[config.mk]
export PLATFORM = sky130hd
export DESIGN_NAME = dac_serial_bank
export DESIGN_NICKNAME = d
export VERILOG_FILES = /design/src/rtl/dac_bank_pkg.sv /design/src/rtl/dac_rst_sync.sv /design/src/rtl/dac_in_sync.sv /design/src/rtl/dac_frame_shift.sv /design/src/rtl/dac_chan_latches.sv /design/src/rtl/dac_serial_bank.sv
export SDC_FILE = /design/constraint.sdc
export NUM_CORES = 1
export LEC_CHECK = 0
export BUFFER_PORTS_ARGS = -buffer_cell sky130_fd_sc_hd__clkbuf_2
export CORE_ASPECT_RATIO = 0.7
export CORE_MARGIN = 1.5
export CORE_UTILIZATION = 61
export CTS_BUF_LIST = sky130_fd_sc_hd__clkbuf_4 sky130_fd_sc_hd__clkbuf_8
export CTS_CLUSTER_DIAMETER = 200
export DETAILED_ROUTE_END_ITERATION = 16
export HOLD_SLACK_MARGIN = 0.1
export MAX_ROUTING_LAYER = met4
export PLACE_DENSITY = 0.86
export SLEW_MARGIN = 15
export SYNTH_ARGS = -nofsm -noshare
export SYNTH_HDL_FRONTEND = slang
export SYNTH_SLANG_ARGS = --single-unit
[constraint.sdc]
create_clock -name clk -period 3.1 [get_ports clk]
set_input_delay 0.155 -clock clk [delete_from_list [all_inputs] [get_ports clk]]
set_output_delay 0.155 -clock clk [all_outputs]
set_load 0.03 [all_outputs]
[src/rtl/dac_bank_pkg.sv]
package dac_bank_pkg;
  localparam int unsigned CODE_W  = 10;
  localparam int unsigned ADDR_W  = 4;
  localparam int unsigned FRAME_W = ADDR_W + CODE_W;

  // Positions of the serial wires within the synchroniser vector
  localparam int unsigned PIN_SCLK = 0;
  localparam int unsigned PIN_SDAT = 1;
  localparam int unsigned PIN_LOAD = 2;
  localparam int unsigned PIN_N    = 3;

  typedef struct packed {
    logic [ADDR_W-1:0] addr;
    logic [CODE_W-1:0] code;
  } frame_t;
endpackage

[src/rtl/dac_rst_sync.sv]
module dac_rst_sync #(
  parameter int unsigned STAGES = 2
) (
  input  logic clk,
  input  logic rst_n,
  output logic rst_sys_n
);
  logic [STAGES-1:0] chain_q;
  logic [STAGES-1:0] chain_d;

  always_comb begin
    chain_d = {chain_q[STAGES-2:0], 1'b1};
  end

  always_ff @(posedge clk or negedge rst_n) begin
    if (!rst_n) chain_q <= '0;
    else        chain_q <= chain_d;
  end

  assign rst_sys_n = chain_q[STAGES-1];
endmodule

[src/rtl/dac_in_sync.sv]
module dac_in_sync #(
  parameter int unsigned W = 3
) (
  input  logic         clk,
  input  logic         rst_n,
  input  logic [W-1:0] raw_i,
  output logic [W-1:0] lvl_o,
  output logic [W-1:0] rise_o
);
  logic [W-1:0] meta_q, meta_d;
  logic [W-1:0] lvl_q,  lvl_d;
  logic [W-1:0] prev_q, prev_d;

  always_comb begin
    meta_d = raw_i;
    lvl_d  = meta_q;
    prev_d = lvl_q;
  end

  always_ff @(posedge clk or negedge rst_n) begin
    if (!rst_n) begin
      meta_q <= '0;
      lvl_q  <= '0;
      prev_q <= '0;
    end else begin
      meta_q <= meta_d;
      lvl_q  <= lvl_d;
      prev_q <= prev_d;
    end
  end

  for (genvar b = 0; b < W; b++) begin : g_edge
    assign lvl_o[b]  = lvl_q[b];
    assign rise_o[b] = lvl_q[b] & ~prev_q[b];
  end
endmodule

[src/rtl/dac_frame_shift.sv]
module dac_frame_shift #(
  parameter int unsigned FRAME_W = dac_bank_pkg::FRAME_W
) (
  input  logic               clk,
  input  logic               rst_n,
  input  logic               shift_en,
  input  logic               bit_i,
  output logic [FRAME_W-1:0] frame_o
);
  logic [FRAME_W-1:0] frame_q, frame_d;

  always_comb begin
    frame_d = frame_q;
    if (shift_en) frame_d = {frame_q[FRAME_W-2:0], bit_i};
  end

  always_ff @(posedge clk or negedge rst_n) begin
    if (!rst_n)        frame_q <= '0;
    else if (shift_en) frame_q <= frame_d;
  end

  assign frame_o = frame_q;
endmodule

[src/rtl/dac_chan_latches.sv]
module dac_chan_latches #(
  parameter int unsigned NUM_CH = 4,
  parameter int unsigned ADDR_W = dac_bank_pkg::ADDR_W,
  parameter int unsigned CODE_W = dac_bank_pkg::CODE_W,
  localparam int unsigned OUT_W = NUM_CH * CODE_W
) (
  input  logic              clk,
  input  logic              rst_n,
  input  logic              wr_en,
  input  logic [ADDR_W-1:0] wr_addr,
  input  logic [CODE_W-1:0] wr_code,
  output logic [OUT_W-1:0]  codes_o
);
  for (genvar c = 0; c < NUM_CH; c++) begin : g_ch
    logic              hit;
    logic [CODE_W-1:0] code_q, code_d;

    always_comb begin
      hit    = wr_en && (wr_addr == ADDR_W'(c + 1));
      code_d = hit ? wr_code : code_q;
    end

    always_ff @(posedge clk or negedge rst_n) begin
      if (!rst_n)   code_q <= '0;
      else if (hit) code_q <= code_d;
    end

    assign codes_o[c*CODE_W +: CODE_W] = code_q;
  end
endmodule

[src/rtl/dac_serial_bank.sv]
module dac_serial_bank #(
  parameter int unsigned NUM_CH = 4,
  localparam int unsigned CODE_W  = dac_bank_pkg::CODE_W,
  localparam int unsigned ADDR_W  = dac_bank_pkg::ADDR_W,
  localparam int unsigned FRAME_W = dac_bank_pkg::FRAME_W,
  localparam int unsigned OUT_W   = NUM_CH * CODE_W
) (
  input  logic             clk,
  input  logic             rst_n,
  input  logic             sclk_i,
  input  logic             sdat_i,
  input  logic             sload_i,
  output logic [OUT_W-1:0] code_o
);
  import dac_bank_pkg::*;

  logic               rst_sys_n;
  logic [PIN_N-1:0]   pins_raw, pins_lvl, pins_rise;
  logic               ld_lvl, ld_rise, sclk_rise, shift_en;
  logic [FRAME_W-1:0] frame_q;
  frame_t             frame_s;

  dac_rst_sync #(.STAGES(2)) i_rst_sync (
    .clk       (clk),
    .rst_n     (rst_n),
    .rst_sys_n (rst_sys_n)
  );

  always_comb begin
    pins_raw           = '0;
    pins_raw[PIN_SCLK] = sclk_i;
    pins_raw[PIN_SDAT] = sdat_i;
    pins_raw[PIN_LOAD] = sload_i;
  end

  dac_in_sync #(.W(PIN_N)) i_in_sync (
    .clk    (clk),
    .rst_n  (rst_sys_n),
    .raw_i  (pins_raw),
    .lvl_o  (pins_lvl),
    .rise_o (pins_rise)
  );

  always_comb begin
    ld_lvl    = pins_lvl[PIN_LOAD];
    ld_rise   = pins_rise[PIN_LOAD];
    sclk_rise = pins_rise[PIN_SCLK];
    shift_en  = sclk_rise && !ld_lvl;
  end

  dac_frame_shift #(.FRAME_W(FRAME_W)) i_shift (
    .clk      (clk),
    .rst_n    (rst_sys_n),
    .shift_en (shift_en),
    .bit_i    (pins_lvl[PIN_SDAT]),
    .frame_o  (frame_q)
  );

  assign frame_s = frame_t'(frame_q);

  dac_chan_latches #(
    .NUM_CH (NUM_CH),
    .ADDR_W (ADDR_W),
    .CODE_W (CODE_W)
  ) i_latches (
    .clk     (clk),
    .rst_n   (rst_sys_n),
    .wr_en   (ld_rise),
    .wr_addr (frame_s.addr),
    .wr_code (frame_s.code),
    .codes_o (code_o)
  );
endmodule

# Word level (Yosys, flattened, before mapping)
# Cells that the tools add are included.
# word_totals
reg_bits	65
latch_bits	0
ram_bits	0
rom_bits	0
input_bits	5
out_inout_bits	40
elab_cells	23
mem_count	0
# op_classes
add_sub_neg	0
n_mul	0
n_div	0
magnitude_cmp	0
n_eq_ne	4
n_shift	0
n_mux	0
bitwise	4
n_reduce_logical	6
# ops
op	n
4-bit by 2-bit == test with 1-bit output (second input constant)	2
1-bit logical AND	5
4-bit by 1-bit == test with 1-bit output (second input constant)	1
4-bit by 3-bit == test with 1-bit output (second input constant)	1
1-bit AND	2
1-bit NOT	2
1-bit zero test	1

# Logic depth before layout (Yosys ltp)
# Gate-level depths: netlist of run 1.
# logic_depth
word_depth	3
mapped_depth	4
ltp_nobuf	3

# Hierarchy
# From an unflattened synthesis of run 1, not the netlist that was laid out.
# unflattened
hier_cells	134
area_unflattened_um2	2436.1
# by_module_without_submodules
module	n_inst	cells_per_inst	area_each_um2	seq_area_each_um2
dac_chan_latches	1	89	1582.8	1001.0
dac_frame_shift	1	29	519.2	350.3
dac_in_sync	1	12	266.5	225.2
dac_rst_sync	1	3	53.8	50.0
dac_serial_bank	1	1	13.8	0.0

# Worst setup path after synthesis of run 1
# OpenSTA, ideal clock, no wires.
# synth_timing
path_type	reg2reg
startpoint	register i_shift.frame_q[13], in the netlist i_shift.frame_o[13]
endpoint	register i_latches.g_ch[2].code_q[0]
setup_ps	125
arrival_time_ps	1345
required_ps	2975
slack_ps	1630
stages_incl_launch_ff	5
n_path_buf	1
period_less_slack_ps	1470
path_cell_list	dfrtp_1 nor4b_4 and3_1 buf_6 mux2_2
# synth_via
elab_chain_len	2
# synth_rtl
item	line_no	rtl
start, declared	dac_frame_shift.sv:10	logic [FRAME_W-1:0] frame_q, frame_d;
start signal, assigned	dac_frame_shift.sv:19	else if (shift_en) frame_q <= frame_d;
4-bit by 2-bit == test with 1-bit output	dac_chan_latches.sv:19	hit = wr_en && (wr_addr == ADDR_W'(c + 1));
1-bit logical AND	dac_chan_latches.sv:19	
end signal, assigned	dac_chan_latches.sv:25	else if (hit) code_q <= code_d;
end, declared	dac_chan_latches.sv:16	logic [CODE_W-1:0] code_q, code_d;
# No other way between the ends.
# A chain may end at the register's enable or synchronous reset.

# Worst setup path in the final report of run 1
# layout_timing
startpoint	register i_shift.frame_q[13], in the netlist i_shift.frame_o[13]
endpoint	register i_latches.g_ch[0].code_q[4]
# layout_via
elab_chain_len	2
# layout_rtl
item	line_no
4-bit by 1-bit == test with 1-bit output	dac_chan_latches.sv:19
1-bit logical AND	dac_chan_latches.sv:19
end signal, assigned	dac_chan_latches.sv:25
end, declared	dac_chan_latches.sv:16
# No other way between the ends.

==> results of run 1 <==
Yosys cell counts:
cell type,n
nand3b_1,3
nor4b_4,1
mux2_4,20
mux2_1,4
and3_1,1
mux2_2,30
nor3b_2,1
nor4b_2,1
buf_6,3
buf_4,2
dfrtp_1,64
conb_1,1
worst max-delay path: stages, from the launching register on:
cell,delay (ns)
dfrtp_1,0.42
nor4b_4,0.32
nand3b_1,0.58
mux2_4,0.51
where the power goes:
part           internal (mW)  total [mW]  switching (mW)
registers              0.899       0.991          0.0922
logic                 0.0695       0.116          0.0465
clock network          0.342       0.620           0.278
total                   1.31        1.73           0.417
flip-flops by register name, summed over array words and instances (netlist names):
signal                 count
i_in_sync.lvl_d            3
i_rst_sync.chain_q         2
i_latches.g_ch.code_q     40
i_in_sync.lvl_o            3
i_in_sync.prev_q           2
i_shift.frame_o           14
layer usage:
| layer | routed length [µm] | vias up | GRT usage |
|---|---|---|---|
| li1 | - | 572 | - |
| met1 | 1896 | 645 | 0.2923 |
| met2 | 2009 | 32 | 0.3429 |
| met3 | 223 | 5 | 0.1066 |
| met4 | 31 | 0 | 0.06378 |
| met5 | 0 | - | - |
how the worst max path moves through the flow:
stage | from | endpoint | slack (ns) | depth (start not counted)
finish | i_shift.frame_o[13] | i_latches.g_ch[0].code_q[4] | 1.15 | 3
global route | i_shift.frame_o[13] | i_latches.g_ch[0].code_q[8] | 1.00 | 3
detailed placement | i_shift.frame_o[13] | i_latches.g_ch[0].code_q[4] | 1.14 | 3
CTS | i_shift.frame_o[13] | i_latches.g_ch[0].code_q[4] | 1.12 | 3
global placement | i_shift.frame_o[13] | i_latches.g_ch[0].code_q[9] | 1.16 | 3
floorplan | i_rst_sync.chain_q[1] | i_in_sync.lvl_d[0] | 1.19 | 0
cell type report:
type	instances	area [µm²]	share of cell area
repair buffers	50	275.3	0.09557
clock buffers	14	167.7	0.05821
clock inverters	1	5.005	0.001738
well taps	50	62.56	0.02172
multi-input cells	62	767.0	0.2663
flip-flops and latches	64	1603	0.5565
stage by stage:
step | worst slack (ns) | utilization | cells
detailed placement | 1.137 | 0.7311 | 222
global placement | 1.161 | 0.7311 | 222
floorplan | 1.186 | - | 131
finish | 1.148 | 0.7894 | 241
global route | 1.005 | 0.7894 | 241
CTS | 1.124 | 0.7894 | 241
what timing repair did:
item	4_1_cts	5_1_grt
setup endpoints to repair	0	0
hold buffers	4	0
hold endpoints to repair	5	0
cell families (layout without fill, tap and decap cells):
group	count (synthesis)	in the layout	synth area share
other	1	1	0.001551
AND/OR/NAND/NOR	7	7	0.03312
flip-flops	64	64	0.6625
buffers and inverters	5	65	0.02018
multiplexers	54	54	0.2826
==> impl_metrics.env, run 1 <==
export IMPL_grt_overflow_total=0
export IMPL_skew_ns=0.007410
export IMPL_drv_cap=0
export IMPL_vias_per_cell=5.203
export IMPL_first_iter_violations=36
export IMPL_crit_type="reg2reg"
export IMPL_numCtsBuffers=9
export IMPL_dr_pass1_iters=2
export IMPL_timing_rr_start="i_shift.frame_o[13]"
export IMPL_postPlaceCellArea_mm2=0.002668
export IMPL_gp_congestion=0.7046
export IMPL_worstSetupStartpointType="flop"
export IMPL_stdcell_area_mm2=0.002880
export IMPL_core_mm2=0.003649
export IMPL_r2r_cells=3
export IMPL_synth_seq_cells=64
export IMPL_hold_viol=0
export IMPL_synth_top_area_frac=0.6625
export IMPL_die_h_um=55.67
export IMPL_period_share=0.6298
export IMPL_placementRows=18
export IMPL_dr_total_vias=1254
export IMPL_worstPathRequired_ns=3.31
export IMPL_power_density_mw_per_mm2=599.7
export IMPL_grt_pass1_wl_mm=7.162
export IMPL_slew_violations=0
export IMPL_port_buffers=44
export IMPL_nFillCells=219
export IMPL_dieArea_mm2=0.004356
export IMPL_tightest_slew_ns=0.7765
export IMPL_power_leakage_nw=1.581
export IMPL_h_tree_depth=3
export IMPL_arrival_ns=2.16
export IMPL_postCtsSetupBuffers=0
export IMPL_wl_per_cell_um=17.26
export IMPL_clock_fmax_mhz=512.2
export IMPL_avgSynthCellArea_um2=18.45
export IMPL_clk_path_buf_depth=2
export IMPL_path_clk_slew_ns=0.06
export IMPL_crit_path_end_kind="flop"
export IMPL_vdd_drop_max_uv=518.1
export IMPL_status="completed"
export IMPL_cts_tree="done"
export IMPL_numClockSinks=64
export IMPL_yosysSeqAreaShare=0.6625
export IMPL_rsz0062_at_grt="no"
export IMPL_setup_tns_final_ns=0
export IMPL_maxSlewHeadroom=0.4808
export IMPL_netlist_top_cells_area="dfrtp_1, mux2_2, mux2_4"
export IMPL_grt_total_usage=0.2322
export IMPL_min_period_ns=1.952
export IMPL_setup_viol=0
export IMPL_grt_pass1_vias=1361
export IMPL_drive_above_1_share=0.6021
export IMPL_die_x_um=78.24
export IMPL_antennaDiodeCount=0
export IMPL_synth_cell_types=12
export IMPL_drc_errors=0
export IMPL_yosys_warnings=0
export IMPL_synth_area_mm2=0.002417
export IMPL_clock_latency_ns=0.33
export IMPL_wl_mm=4.160
export IMPL_worstHoldPathType="in2async"
export IMPL_total_power_mw=1.727
export IMPL_finish_net_count=192
export IMPL_final_common_cell="dfrtp_1"
export IMPL_final_cell_mix="dfrtp_1, clkbuf_2, mux2_2"
export IMPL_synth_nets=136
export IMPL_r2r_end="i_latches.g_ch[0].code_q[4]"
export IMPL_cts_root_buf="clkbuf_8"
export IMPL_synth_largest_area_cell="dfrtp_1"
export IMPL_syn_to_final_growth_pct=19.15
export IMPL_io_pins=45
export IMPL_postCtsResizedCells=0
export IMPL_syn_inst=131
export IMPL_cp_max_fo=10
export IMPL_hold_ws_ns=0.1327
export IMPL_ant_nets=0
export IMPL_antenna_found_initial=0
export IMPL_start_util=0.6626
export IMPL_hpwlAfterDp_mm=2.813
export IMPL_grt_max_degree=34
export IMPL_r2r_slack_ns=1.15
(Power assumes the default switching activity.)
==> inputs of run 2 (changes only) <==
ABC_AREA = 1   (was unset)
CORE_UTILIZATION = 51   (was 61)
PLACE_DENSITY = 0.77   (was 0.86)
clock period = 1.6 ns   (was 3.1 ns; I/O delays follow)
==> run 2 against run 1 <==
Non-clock buffer count increased by 5. Register-to-register slack got worse by 0.78 ns. Sequential cell count unchanged. Via count up 49%. Critical path depth increased by 3. Hold slack improved by 0.14 ns. Setup slack worse by 0.78 ns. Critical path type unchanged. Largest cell class unchanged.
==> impl_metrics.env, run 2 <==
export IMPL_status="completed"
export IMPL_antennaDiodeCount=0
export IMPL_port_buffers=44
export IMPL_grt_pass1_wl_mm=7.872
export IMPL_setup_tns_final_ns=0
export IMPL_ant_nets=0
export IMPL_skew_ns=0.005997
export IMPL_hold_ws_ns=0.2742
export IMPL_synth_cell_types=18
export IMPL_path_buf_inv=2
export IMPL_power_density_mw_per_mm2=1104
export IMPL_dr_pass1_iters=4
export IMPL_drv_cap=0
export IMPL_cpMaxStageDelayCell="dfrtp_1"
export IMPL_synth_top_area_frac=0.6400
export IMPL_drive_above_1_share=0.2633
export IMPL_cpPeakStageDelay_ns=0.42
export IMPL_clock_fmax_mhz=812.5
export IMPL_wl_mm=4.987
export IMPL_h_tree_depth=3
export IMPL_worstSetupStartpointType="flop"
export IMPL_cts_tree="done"
export IMPL_final_common_cell="nand2_1"
export IMPL_crit_path_end_kind="flop"
export IMPL_slew_violations=0
export IMPL_gp_congestion=0.8313
export IMPL_netlist_top_cells_count="nand2_1, dfrtp_1, nand3_1"
export IMPL_largest_reg_flops=40
export IMPL_clock_latency_ns=0.34
export IMPL_cts_root_buf="clkbuf_8"
export IMPL_rsz0062_at_grt="no"
export IMPL_synth_edf_count=0
export IMPL_worstPathRequired_ns=1.88
export IMPL_setup_viol=0
export IMPL_multi_input_area_um2=772.0
export IMPL_hpwlAfterDp_mm=3.360
export IMPL_syn_to_final_growth_pct=22.40
export IMPL_antenna_found_initial=0
export IMPL_final_cell_mix="nand2_1, dfrtp_1, clkbuf_2"
export IMPL_yosysSeqAreaShare=0.6400
export IMPL_synth_nets=262
export IMPL_arrival_ns=1.51
export IMPL_dieArea_mm2=0.005342
export IMPL_clk_path_buf_depth=2
export IMPL_vdd_drop_max_uv=1011
export IMPL_r2r_cells=6
export IMPL_die_h_um=61.61
export IMPL_timing_rr_start="i_in_sync.prev_q[2]"
export IMPL_cp_max_fo=30
export IMPL_die_x_um=86.72
export IMPL_wl_per_cell_um=12.85
export IMPL_start_util=0.5262
export IMPL_hold_viol=0
export IMPL_yosysMostFrequentCell="nand2_1"
export IMPL_grt_max_degree=63
export IMPL_core_mm2=0.004756
export IMPL_startpoint="i_in_sync.prev_q[2]"
export IMPL_period_share=0.7693
export IMPL_grt_overflow_total=0
export IMPL_power_leakage_nw=1.680
export IMPL_dr_total_vias=1869
export IMPL_synth_seq_cells=64
export IMPL_netlist_top_cells_area="dfrtp_1, nand2_1, nand3_1"
export IMPL_top_register="i_latches.g_ch.code_q"
export IMPL_numCtsBuffers=9
export IMPL_r2r_end="i_latches.g_ch[1].code_q[0]"
export IMPL_path_cells="inv_2 > nand2_2 > nor2_2 > buf_4 > nand3_1 > nand2_1"
export IMPL_synth_area_mm2=0.002502
export IMPL_postCtsSetupBuffers=0
export IMPL_placementRows=21
export IMPL_min_period_ns=1.231
export IMPL_numClockSinks=64
export IMPL_yosys_warnings=0
export IMPL_ys_flop_type="dfrtp_1"
export IMPL_grt_pass1_vias=1600
export IMPL_first_iter_violations=139
export IMPL_vias_per_cell=4.817
export IMPL_syn_inst=257
export IMPL_regArea_mm2=0.001603
export IMPL_avgSynthCellArea_um2=9.737
export IMPL_drc_errors=0
export IMPL_nFillCells=417
export IMPL_crit_type="reg2reg"
export IMPL_crit_family="flip-flops"
export IMPL_r2r_slack_ns=0.37
export IMPL_path_clk_slew_ns=0.07
export IMPL_cp_depth=6
export IMPL_synth_largest_area_cell="dfrtp_1"
export IMPL_io_pins=45
export IMPL_async_reset_ff_frac=1.000
export IMPL_worstHoldPathType="reg2async"
export IMPL_finish_net_count=319
export IMPL_worstSetupEndpoint="i_latches.g_ch[1].code_q[0]"
export IMPL_grt_total_usage=0.2164
-- run 2: worst min-delay path by stage --
stage | to | from | depth (start not counted)
floorplan | i_rst_sync.chain_q[0] | rst_n | 0
global placement | i_rst_sync.chain_q[0] | rst_n | 1
detailed placement | i_rst_sync.chain_q[0] | rst_n | 1
CTS | i_latches.g_ch[0].code_q[6] | i_rst_sync.chain_q[1] | 1
global route | i_latches.g_ch[3].code_q[4] | i_rst_sync.chain_q[1] | 1
finish | i_latches.g_ch[3].code_q[4] | i_rst_sync.chain_q[1] | 1
-- run 2: through the flow --
stage	instance area, µm²	cells	utilization	worst slack (ns)	power [mW]
detailed placement	2806	367	0.5901	0.3780	2.013
global route	3063	388	0.6440	0.2681	3.534
global placement	2806	367	0.5901	0.4244	2.004
floorplan	2504	257	-	0.5024	1.915
finish	3063	388	0.6440	0.3692	3.381
CTS	3063	388	0.6440	0.3747	3.423
-- run 2: final cells by class --
type	count	area share
sequential	64	0.5233
tap	69	0.02819
clock buffer	11	0.04943
multi-input combinational	166	0.2520
clock inverter	5	0.01797
timing repair buffer	55	0.1070
inverter	18	0.02206
-- run 2: kinds of logic after synthesis --
group                  count (synthesis)  share of synthesized area
flip-flops                            64                     0.6400
other                                  1                   0.001499
AND/OR/NAND/NOR                      151                     0.2790
buffers and inverters                 27                    0.05149
AO/OA/AOI/OAI                         14                    0.02800
-- run 2: repair_timing --
item,in CTS,in global routing
hold endpoints to repair,5,0
hold buffers,5,0
resized for setup,0,0
-- run 2: where the power goes --
| part | switching, mW | internal, mW | total [mW] |
|---|---|---|---|
| registers | 0.128 | 1.69 | 1.81 |
| logic | 0.113 | 0.0626 | 0.175 |
| clock network | 0.594 | 0.798 | 1.39 |
-- run 2: layer usage --
metal,track usage,vias to the layer above,share of wire
met5,-,-,0
li1,-,923,-
met1,0.3022,881,0.50
met3,0.09249,6,0.065
met4,0.08065,0,0.013
met2,0.2768,59,0.43
